$ cat src/rtl/frac_en_pkg.sv
`timescale 1ns/1ps
package frac_en_pkg;

    localparam int unsigned FIELD_W = 5;
    localparam int unsigned WIN_LEN = 1 << FIELD_W;
    localparam int unsigned MULT_W  = FIELD_W + 1;

    typedef logic [FIELD_W-1:0] ratio_t;
    typedef logic [MULT_W-1:0]  mult_t;

    // per-output divider state: active multiplier and phase accumulator
    typedef struct packed {
        mult_t  mult;
        ratio_t phase;
    } lane_t;

    typedef enum logic [1:0] {
        SEL_NONE  = 2'd0,
        SEL_RATIO = 2'd1,
        SEL_KICK  = 2'd2
    } sel_e;

    function automatic mult_t ratio_to_mult(ratio_t r);
        return mult_t'(WIN_LEN) - mult_t'(r);
    endfunction

endpackage

$ cat src/rtl/frac_en_regs.sv
`timescale 1ns/1ps
module frac_en_regs
    import frac_en_pkg::*;
#(
    parameter int unsigned            NUM_OUT    = 2,
    parameter int unsigned            ADDR_W     = 12,
    parameter int unsigned            DATA_W     = 32,
    parameter logic [ADDR_W-1:0]      RATIO_ADDR = 'h808,
    parameter logic [ADDR_W-1:0]      KICK_ADDR  = 'h804,
    parameter int unsigned            KICK_BIT   = 31,
    parameter logic [NUM_OUT*8-1:0]   FIELD_LSBS = 16'h0800
) (
    input  logic                     clk,
    input  logic                     rst,
    input  logic [ADDR_W-1:0]        bus_addr,
    input  logic [DATA_W-1:0]        bus_wdata,
    input  logic                     bus_we,
    output logic [DATA_W-1:0]        bus_rdata,
    input  logic                     apply,
    output logic                     kick,
    output ratio_t [NUM_OUT-1:0]     pending
);

    localparam int unsigned LSB_W = $clog2(DATA_W);

    function automatic logic [LSB_W-1:0] lsb_of(int i);
        return FIELD_LSBS[i*8 +: LSB_W];
    endfunction

    sel_e sel;
    logic done_q;

    always_comb begin
        if (bus_addr == RATIO_ADDR)     sel = SEL_RATIO;
        else if (bus_addr == KICK_ADDR) sel = SEL_KICK;
        else                            sel = SEL_NONE;
    end

    always_ff @(posedge clk) begin
        if (rst) begin
            pending <= '0;
            kick    <= 1'b0;
            done_q  <= 1'b0;
        end else begin
            // staging register is locked while an update is in flight
            if (bus_we && sel == SEL_RATIO && !kick) begin
                for (int i = 0; i < NUM_OUT; i++)
                    pending[i] <= bus_wdata[lsb_of(i) +: FIELD_W];
            end
            done_q <= apply;
            if (done_q)
                kick <= 1'b0;
            else if (bus_we && sel == SEL_KICK && bus_wdata[KICK_BIT])
                kick <= 1'b1;
        end
    end

    always_comb begin
        bus_rdata = '0;
        case (sel)
            SEL_RATIO: begin
                for (int i = 0; i < NUM_OUT; i++)
                    bus_rdata[lsb_of(i) +: FIELD_W] = pending[i];
            end
            SEL_KICK:  bus_rdata[KICK_BIT] = kick;
            default:   bus_rdata = '0;
        endcase
    end

endmodule

$ cat src/rtl/frac_en_window.sv
`timescale 1ns/1ps
module frac_en_window
    import frac_en_pkg::*;
(
    input  logic clk,
    input  logic rst,
    output logic boundary
);

    ratio_t cnt;

    always_ff @(posedge clk) begin
        if (rst) cnt <= '0;
        else     cnt <= cnt + 1'b1;
    end

    // last cycle of the 32-cycle window
    assign boundary = &cnt;

endmodule

$ cat src/rtl/frac_en_accum.sv
`timescale 1ns/1ps
module frac_en_accum
    import frac_en_pkg::*;
(
    input  logic   clk,
    input  logic   rst,
    input  logic   apply,
    input  ratio_t new_ratio,
    output logic   en,
    output mult_t  active_mult
);

    lane_t st;
    mult_t sum;

    assign sum         = mult_t'(st.phase) + st.mult;
    assign en          = sum[MULT_W-1];
    assign active_mult = st.mult;

    always_ff @(posedge clk) begin
        if (rst) begin
            st.mult  <= mult_t'(WIN_LEN);
            st.phase <= '0;
        end else begin
            st.phase <= sum[FIELD_W-1:0];
            if (apply)
                st.mult <= ratio_to_mult(new_ratio);
        end
    end

endmodule

$ cat src/rtl/frac_en_div.sv
`timescale 1ns/1ps
module frac_en_div
    import frac_en_pkg::*;
#(
    parameter int unsigned            NUM_OUT    = 2,
    parameter int unsigned            ADDR_W     = 12,
    parameter int unsigned            DATA_W     = 32,
    parameter logic [ADDR_W-1:0]      RATIO_ADDR = 'h808,
    parameter logic [ADDR_W-1:0]      KICK_ADDR  = 'h804,
    parameter int unsigned            KICK_BIT   = 31,
    parameter logic [NUM_OUT*8-1:0]   FIELD_LSBS = 16'h0800
) (
    input  logic               clk,
    input  logic               rst,
    input  logic [ADDR_W-1:0]  bus_addr,
    input  logic [DATA_W-1:0]  bus_wdata,
    input  logic               bus_we,
    output logic [DATA_W-1:0]  bus_rdata,
    output logic [NUM_OUT-1:0] en_out
);

    logic                  kick;
    logic                  boundary;
    logic                  apply;
    ratio_t [NUM_OUT-1:0]  pending;
    mult_t  [NUM_OUT-1:0]  active_mult;

    assign apply = kick & boundary;

    frac_en_regs #(
        .NUM_OUT    (NUM_OUT),
        .ADDR_W     (ADDR_W),
        .DATA_W     (DATA_W),
        .RATIO_ADDR (RATIO_ADDR),
        .KICK_ADDR  (KICK_ADDR),
        .KICK_BIT   (KICK_BIT),
        .FIELD_LSBS (FIELD_LSBS)
    ) u_regs (
        .clk       (clk),
        .rst       (rst),
        .bus_addr  (bus_addr),
        .bus_wdata (bus_wdata),
        .bus_we    (bus_we),
        .bus_rdata (bus_rdata),
        .apply     (apply),
        .kick      (kick),
        .pending   (pending)
    );

    frac_en_window u_win (
        .clk      (clk),
        .rst      (rst),
        .boundary (boundary)
    );

    for (genvar g = 0; g < NUM_OUT; g++) begin : g_lane
        frac_en_accum u_acc (
            .clk         (clk),
            .rst         (rst),
            .apply       (apply),
            .new_ratio   (pending[g]),
            .en          (en_out[g]),
            .active_mult (active_mult[g])
        );
    end

endmodule

$ cat config.mk
export PLATFORM = sky130hd
export DESIGN_NAME = frac_en_div
export DESIGN_NICKNAME = d
export VERILOG_FILES = /design/src/rtl/frac_en_pkg.sv /design/src/rtl/frac_en_regs.sv /design/src/rtl/frac_en_window.sv /design/src/rtl/frac_en_accum.sv /design/src/rtl/frac_en_div.sv
export SDC_FILE = /design/constraint.sdc
export NUM_CORES = 1
export LEC_CHECK = 0
export BUFFER_PORTS_ARGS = -buffer_cell sky130_fd_sc_hd__buf_2
export CAP_MARGIN = 20
export CELL_PAD_IN_SITES_DETAIL_PLACEMENT = 1
export CELL_PAD_IN_SITES_GLOBAL_PLACEMENT = 1
export CORE_MARGIN = 10
export CORE_UTILIZATION = 30
export DETAILED_ROUTE_END_ITERATION = 10
export PLACE_DENSITY = 0.78
export SLEW_MARGIN = 40
export SYNTH_ARGS = -nofsm -noshare
export SYNTH_HDL_FRONTEND = slang
export SYNTH_HIERARCHICAL = 1
export SYNTH_SLANG_ARGS = --single-unit
$ cat constraint.sdc
create_clock -name clk -period 4.1 [get_ports clk]
set_input_delay 0.205 -clock clk [delete_from_list [all_inputs] [get_ports clk]]
set_output_delay 0.205 -clock clk [all_outputs]
set_load 0.02 [all_outputs]
==> results.py, run 1 <==
metrics = {
    "placement": {
        "port_buffers": 38,
        "place_congestion": 0.7489,
        "dp_hpwl_mm": 4.085,
        "dp.cells": 366,
    },
    "sta": {
        "rsz0062_at_grt": "false",
        "setup_violations": 0,
        "finClkSkew_ns": 0.009098,
        "period_share": 0.5130,
        "hold_ws_ns": 0.1696,
        "worst_pin_slew_ns": 0.7829,
        "finalHoldViolations": 0,
        "period_minus_slack_ns": 2.103,
        "final_max_slew_viol_count": 0,
        "maxSlewHeadroom": 0.4765,
        "tns_ns": 0,
        "fmax_ghz": 0.4754,
    },
    "drt": {
        "drt_wl_total_mm": 5.187,
        "viasPerCell": 4.441,
        "via_count": 1661,
        "routedWlPerCell_um": 13.87,
        "postRouteAntennaNets": 0,
        "drc": 0,
        "dr.pass1.iters": 4,
        "drt_iter0_drc": 37,
    },
    "critical_path": {
        "required_ns": 3.89,
        "critical_path_class": "flip-flop to primary output",
        "worstPathMaxFanout": 3,
        "r2r_cells": 6,
        "r2r-start": "u_win/cnt[0]",
        "end_kind": "primary output",
        "critPathLaunchType": "flip-flop",
        "arrival_ns": 1.90,
        "r2r_setup_slack_ns": 2.06,
        "rr_endpoint": "g_lane[1].u_acc/active_mult[5]",
    },
    "cts": {
        "post_cts_buffers": 0,
        "clockBufferDepth": 2,
        "clkSinkCount": 39,
        "cts_tree": "built",
        "cts_resized": 0,
        "path_clk_slew_ns": 0.08,
        "clk_latency_ns": 0.29,
        "htree_num_levels": 2,
        "cts_buffers": 5,
        "cts_root_buffer": "clkbuf_8",
        "cts_hold_buf": 0,
    },
    "status": {
        "status": "complete, no violations",
    },
    "power_and_ir_drop": {
        "power_density_mw_per_mm2": 271.1,
        "power.leakage_nw": 1.181,
        "ir_drop_mv": 0.1140,
    },
    "floorplan": {
        "die_x_um": 107.0,
        "die_area_mm2": 0.01144,
        "initial_core_util": 0.3113,
        "fp-row-count": 31,
        "die_h_um": 107.0,
        "io_pins": 81,
        "coreArea_mm2": 0.007292,
    },
    "global_route": {
        "grt_pass1_wl_mm": 8.714,
        "grt_antenna_before_repair": 0,
        "grt_overflow": 0,
        "grt_pass1_vias": 1868,
        "grt_max_degree": 55,
        "gr-usage-all-layers": 0.09132,
    },
    "layout": {
        "finalNetCount": 337,
        "final_cell_mix": "dfxtp_1 (39), buf_2 (37), nand2b_1 (28)",
        "fillers": 907,
        "diodes": 0,
        "final_common_cell": "dfxtp_1",
        "drive_gt1_frac": 0.2073,
        "stdcell_count": 374,
        "area_delta_synth_final_pct": 12.73,
    },
    "worst_hold_path": {
        "hold_class": "primary input to flip-flop",
        "min_to": "u_regs/pending[9]",
        "hold_start": "bus_wdata[12]",
        "whs_path_depth": 3,
    },
    "synth": {
        "avgSynthCellArea_um2": 9.577,
        "synth_cells": 237,
        "syn_area_mm2": 0.002270,
        "ys_warn_count": 6,
    },
    "job": {
        "maxCapViolations": 0,
    },
}
[worst max-delay path, stage by stage (launching register included)]
cell and delay (ns):
dfxtp_1 0.35, ha_1 0.32, a211oi_1 0.32, nor2_1 0.13, o311ai_1 0.28, buf_2 0.21
[how the worst max path moves through the flow]
stage                                         from                             end  slack (ns)
floorplan           g_lane[1].u_acc/active_mult[1]                       en_out[1]        2.29
detailed placement                    u_win/cnt[0]  g_lane[1].u_acc/active_mult[5]        2.07
CTS                 g_lane[1].u_acc/active_mult[1]                       en_out[1]        1.96
global route        g_lane[1].u_acc/active_mult[1]                       en_out[1]        1.86
global placement                       bus_addr[9]                    bus_rdata[4]        2.13
finish              g_lane[1].u_acc/active_mult[1]                       en_out[1]        2.00
[power breakdown]
| part | switching [mW] | leakage (nW) | internal, mW |
|---|---|---|---|
| Combinational | 0.0358 | 0.826 | 0.0187 |
| Clock | 0.137 | 0.0412 | 0.119 |
| Sequential | 0.00214 | 0.315 | 0.381 |
| Total | 0.175 | 1.18 | 0.519 |
[state kept, by name (all words and copies together) (netlist names)]
signal                    cells
u_regs/kick                   1
g_lane.u_acc/st              10
g_lane.u_acc/active_mult     12
u_win/cnt                     5
u_regs/done_q                 1
u_regs/pending               10
[layout make-up]
| cell class | count | area, um^2 | share of cell area |
|---|---|---|---|
| clock buffer | 6 | 72.57 | 0.02836 |
| clock inverter | 2 | 12.51 | 0.004890 |
| timing repair buffer | 38 | 192.7 | 0.07531 |
| multi-input combinational | 184 | 1354 | 0.5291 |
| tap | 99 | 123.9 | 0.04841 |
| sequential | 39 | 780.7 | 0.3051 |
| inverter | 6 | 22.52 | 0.008802 |
[layer usage]
layer,global-route usage,share of wire,wire (um),vias to the layer above
li1,-,-,-,847
met1,0.09849,0.43,2246,778
met2,0.1642,0.50,2593,32
met3,0.03413,0.061,314,4
met4,0.02321,0.0062,32,0
met5,0,0,0,-
[metrics by stage]
step	worst slack, ns	utilization	total power, mW	instance area [um^2]
6_report	1.997	0.3509	0.6936	2559
5_1_grt	1.860	0.3509	0.7295	2559
4_1_cts	1.963	0.3505	0.7032	2556
3_5_place_dp	2.067	0.3389	0.4453	2471
3_3_place_gp	2.133	0.3389	0.4435	2471
2_1_floorplan	2.293	-	0.4416	2345
No activity file was read; power rests on OpenSTA's default activity.
==> run 2, diff against run 1 <==
Clock period 4.1 ns to 2.15 ns, I/O delays scaled along.
==> run 2 against run 1 <==
Hold slack lost 0.094 ns. Highest routed layer unchanged. Register-to-register slack lost 1.7 ns. Critical path type unchanged. Non-clock buffer count grew 3.
==> results.py, run 2 (synthesis gave the netlist of run 1 again) <==
metrics = {
    "status": {
        "status": "complete, no violations",
    },
    "sta": {
        "rsz0062_at_grt": "false",
        "maxSlewHeadroom": 0.5855,
        "fmax_ghz": 0.5079,
        "period_minus_slack_ns": 1.969,
        "finalHoldViolations": 0,
        "setup_violations": 0,
        "final_max_slew_viol_count": 0,
        "finClkSkew_ns": 0.007321,
        "tns_ns": 0,
        "worst_pin_slew_ns": 0.6218,
        "period_share": 0.9158,
        "setup_slack_ns": 0.1810,
        "hold_ws_ns": 0.07589,
    },
    "floorplan": {
        "die_area_mm2": 0.01144,
        "die_x_um": 107.0,
        "die_h_um": 107.0,
        "io_pins": 81,
        "coreArea_mm2": 0.007292,
        "fp-row-count": 31,
        "initial_core_util": 0.3113,
    },
    "drt": {
        "via_count": 1695,
        "dr.pass1.iters": 4,
        "drt_wl_total_mm": 5.125,
        "drc": 0,
        "routedWlPerCell_um": 13.63,
        "viasPerCell": 4.508,
        "drt_iter0_drc": 18,
        "postRouteAntennaNets": 0,
    },
    "global_route": {
        "gr-usage-all-layers": 0.09413,
        "grt_pass1_vias": 1850,
        "grt_antenna_before_repair": 0,
        "grt_pass1_wl_mm": 8.866,
        "grt_max_degree": 37,
        "grt_overflow": 0,
    },
    "layout": {
        "diodes": 0,
        "drive_gt1_frac": 0.2238,
        "finalNetCount": 340,
        "finish.utilization": 0.3548,
        "final_cell_mix": "dfxtp_1 (39), buf_2 (38), nand2b_1 (28)",
        "largest_register_ffs": 12,
        "area_delta_synth_final_pct": 14.00,
        "final_common_cell": "dfxtp_1",
    },
    "critical_path": {
        "critPathLaunchType": "flip-flop",
        "worstPathMaxFanout": 3,
        "arrival_ns": 1.86,
        "required_ns": 2.04,
        "end_kind": "primary output",
        "critical_path_class": "flip-flop to primary output",
    },
    "cts": {
        "htree_num_levels": 2,
        "cts_hold_buf": 0,
        "clkSinkCount": 39,
        "path_clk_slew_ns": 0.08,
        "post_cts_buffers": 0,
        "cts_buffers": 5,
        "clockBufferDepth": 2,
        "clk_latency_ns": 0.28,
        "cts_root_buffer": "clkbuf_8",
        "cts_tree": "built",
    },
    "job": {
        "maxCapViolations": 0,
    },
    "placement": {
        "dp_hpwl_mm": 4.049,
        "place_congestion": 0.7145,
        "port_buffers": 38,
        "place_worst_setup_slack_ns": 0.1342,
    },
    "power_and_ir_drop": {
        "ir_drop_mv": 0.1973,
        "power_density_mw_per_mm2": 515.5,
        "power.leakage_nw": 1.202,
        "finalPower_mw": 1.334,
    },
    "worst_hold_path": {
        "hold_class": "primary input to flip-flop",
    },
}
run 2: cell count changes in the layout (fill, tap and decap cells not counted):
cell / delta
a211oi_1: -1
a211oi_2: +1
and2_1: -1
and2_2: +1
buf_2: +1
buf_4: +2
clkbuf_1: -1
clkbuf_8: +1
clkinvlp_4: -1
run 2: power by group:
| part | total (mW) | switching (mW) | internal (mW) |
|---|---|---|---|
| combinational | 0.106 | 0.0686 | 0.0373 |
| sequential | 0.731 | 0.00398 | 0.727 |
| clock | 0.498 | 0.246 | 0.252 |
run 2: per-stage QoR:
step	cell area (um^2)	cells
after floorplan	2345	257
after global placement	2494	369
after detailed placement	2494	369
after CTS	2581	376
after global routing	2587	376
final	2587	376
run 2: final timing paths:
| path | from | to | slack (ns) | cells after the start |
|---|---|---|---|---|
| setup reg to reg | g_lane[1].u_acc/active_mult[0] | g_lane[1].u_acc/st[4] | 0.34 | 5 |
| setup / recovery | g_lane[1].u_acc/active_mult[1] | en_out[1] | 0.18 | 5 |
| hold / removal | bus_wdata[2] | u_regs/pending[2] | 0.08 | 3 |
| hold reg to reg | u_regs/done_q | u_regs/kick | 0.40 | 1 |
run 2: layout make-up:
| class | instances | area [um^2] |
|---|---|---|
| inverters | 6 | 22.52 |
| repair buffers | 41 | 212.7 |
| well taps | 99 | 123.9 |
| flip-flops and latches | 39 | 780.7 |
| clock inverters | 1 | 5.005 |
| clock buffers | 6 | 82.58 |
| fillers | 889 | 4705 |
| multi-input cells | 184 | 1360 |
run 2: per-layer routing:
layer | track usage | vias to the layer above | share of wire
li1 | - | 850 | -
met1 | 0.1036 | 807 | 0.42
met2 | 0.1642 | 33 | 0.50
met3 | 0.03713 | 5 | 0.066
met4 | 0.02611 | 0 | 0.0082
met5 | 0 | - | 0
run 2: critical path, cell delays in order, from the launching register on:
cell and delay (ns):
dfxtp_1 0.35, ha_1 0.33, a211oi_2 0.09, or4b_1 0.51
o311ai_1 0.10, buf_2 0.21
run 2: timing repair:
action,CTS,global route
endpoints found under the hold margin,0,0
setup endpoints to repair,0,3
gates resized for setup,0,2
==> run 3, diff against run 2 <==
Settings changed: CELL_PAD_IN_SITES_DETAIL_PLACEMENT 1 to 0, HOLD_SLACK_MARGIN set to 0.03.
==> run 3 against run 2 <==
Die area is the same. Critical path type is now flip-flop to flip-flop. Clock-buffer cell count shrank 1. Sequential power is essentially flat. Worst setup slack lost 0.0054 ns. Global-route usage shrank 1.1 points. Clock skew grew 0.0021 ns. Power grew 8.2%. Wire length shrank 12%.
==> results.py, run 3 (synthesis gave the netlist of run 1 again) <==
metrics = {
    "status": {
        "status": "complete, no violations",
    },
    "sta": {
        "fmax_ghz": 0.5065,
        "finalHoldViolations": 0,
        "rsz0062_at_grt": "false",
        "maxSlewHeadroom": 0.5245,
        "period_minus_slack_ns": 1.974,
        "period_share": 0.9183,
        "setup_violations": 0,
        "finClkSkew_ns": 0.009465,
        "final_max_slew_viol_count": 0,
        "tns_ns": 0,
        "worst_pin_slew_ns": 0.7132,
    },
    "cts": {
        "cts_buffers": 5,
        "clockBufferDepth": 2,
        "cts_root_buffer": "clkbuf_8",
        "cts_hold_buf": 0,
        "clk_latency_ns": 0.30,
        "path_clk_slew_ns": 0.08,
        "clkSinkCount": 39,
        "cts_tree": "built",
        "htree_num_levels": 2,
        "post_cts_buffers": 0,
    },
    "critical_path": {
        "r2r_cells": 6,
        "required_ns": 2.33,
        "r2r_setup_slack_ns": 0.18,
        "rr_endpoint": "g_lane[0].u_acc/active_mult[5]",
        "crit_start": "u_win/cnt[0]",
        "worstPathMaxFanout": 17,
        "end_kind": "flip-flop",
        "endpoint": "g_lane[0].u_acc/active_mult[5]",
        "critPathLaunchType": "flip-flop",
        "critical_path_class": "flip-flop to flip-flop",
        "arrival_ns": 2.15,
        "r2r-start": "u_win/cnt[0]",
    },
    "global_route": {
        "grtUsageMet1": 0.08804,
        "grt_antenna_before_repair": 0,
        "grt_overflow": 0,
        "met3_usage": 0.03772,
        "gr-usage-all-layers": 0.08316,
        "groute.layer.met2.usage": 0.1431,
        "grt_pass1_wl_mm": 7.824,
        "grt_pass1_vias": 1693,
        "grt_max_degree": 37,
        "grt_busiest_layer": "met2",
    },
    "floorplan": {
        "die_h_um": 107.0,
        "coreArea_mm2": 0.007292,
        "die_x_um": 107.0,
        "fp-row-count": 31,
        "initial_core_util": 0.3113,
        "die_area_mm2": 0.01144,
        "io_pins": 81,
    },
    "power_and_ir_drop": {
        "finalPower_mw": 1.443,
        "power_density_mw_per_mm2": 552.6,
        "ir_drop_mv": 0.2578,
        "power.leakage_nw": 1.212,
    },
    "layout": {
        "fillers": 772,
        "drive_gt1_frac": 0.2230,
        "area_delta_synth_final_pct": 15.05,
        "finalNetCount": 340,
        "largest_register_ffs": 12,
        "diodes": 0,
        "final_cell_mix": "dfxtp_1 (39), buf_2 (38), nand2b_1 (28)",
        "final_common_cell": "dfxtp_1",
    },
    "drt": {
        "dr.pass1.iters": 4,
        "postRouteAntennaNets": 0,
        "drt_wl_total_mm": 4.523,
        "viasPerCell": 4.347,
        "routedWlPerCell_um": 12.00,
        "via_count": 1639,
        "drc": 0,
        "drt_iter0_drc": 57,
    },
    "job": {
        "maxCapViolations": 0,
    },
    "placement": {
        "place_congestion": 0.7145,
        "dp_hpwl_mm": 3.563,
        "port_buffers": 38,
    },
    "worst_hold_path": {
        "hold_class": "primary input to flip-flop",
    },
}
[run 3: report_power, final]
| group | internal [mW] | switching (mW) | leakage [nW] |
|---|---|---|---|
| Sequential | 0.726 | 0.00386 | 0.315 |
| Clock | 0.345 | 0.264 | 0.0581 |
| Combinational | 0.0372 | 0.0657 | 0.839 |
| Total | 1.11 | 0.334 | 1.21 |
[run 3: what timing repair did]
item	4_1_cts	5_1_grt
gates resized for setup	0	1
endpoints found under the hold margin	0	0
setup endpoints to repair	0	1
[run 3: final cells by class]
cell class	count	area, um^2	share of cell area
clock inverter	3	43.79	0.01677
multi-input combinational	184	1359	0.5204
tap	99	123.9	0.04744
sequential	39	780.7	0.2990
clock buffer	5	68.82	0.02635
inverter	6	22.52	0.008625
timing repair buffer	41	212.7	0.08146
[run 3: critical path, cell delays in order, from the launching register on]
cell     delay (ns)
dfxtp_1        0.38
ha_1           0.19
and3_2         0.18
ha_1           0.12
and2_1         0.58
nor2_1         0.09
a311o_1        0.33
[run 3: worst min path at each step]
stage                   from                end  slack, ns  cells after the start
2_1_floorplan            rst       u_win/cnt[0]       0.17                      1
3_3_place_gp   bus_wdata[11]  u_regs/pending[8]       0.37                      3
3_5_place_dp    bus_wdata[9]  u_regs/pending[6]       0.37                      3
4_1_cts         bus_wdata[2]  u_regs/pending[2]       0.05                      3
5_1_grt        bus_wdata[12]  u_regs/pending[9]       0.06                      3
6_report        bus_wdata[2]  u_regs/pending[2]       0.06                      3
[run 3: stage by stage]
step                setup WS [ns]  hold slack [ns]  std cells  utilization  area (um^2)
finish                     0.1756          0.06181        377       0.3581         2611
global route              0.01982          0.06243        377       0.3581         2611
CTS                        0.1318          0.05222        377       0.3574         2606
detailed placement         0.1709           0.3723        369       0.3420         2494
global placement           0.1887           0.3719        369       0.3420         2494
floorplan                  0.4408           0.1742        257            -         2345
[run 3: layer usage]
layer	vias up	share of wire
met3	4	0.074
met2	33	0.48
met4	0	0.0069
met5	-	0
met1	752	0.44
li1	850	-
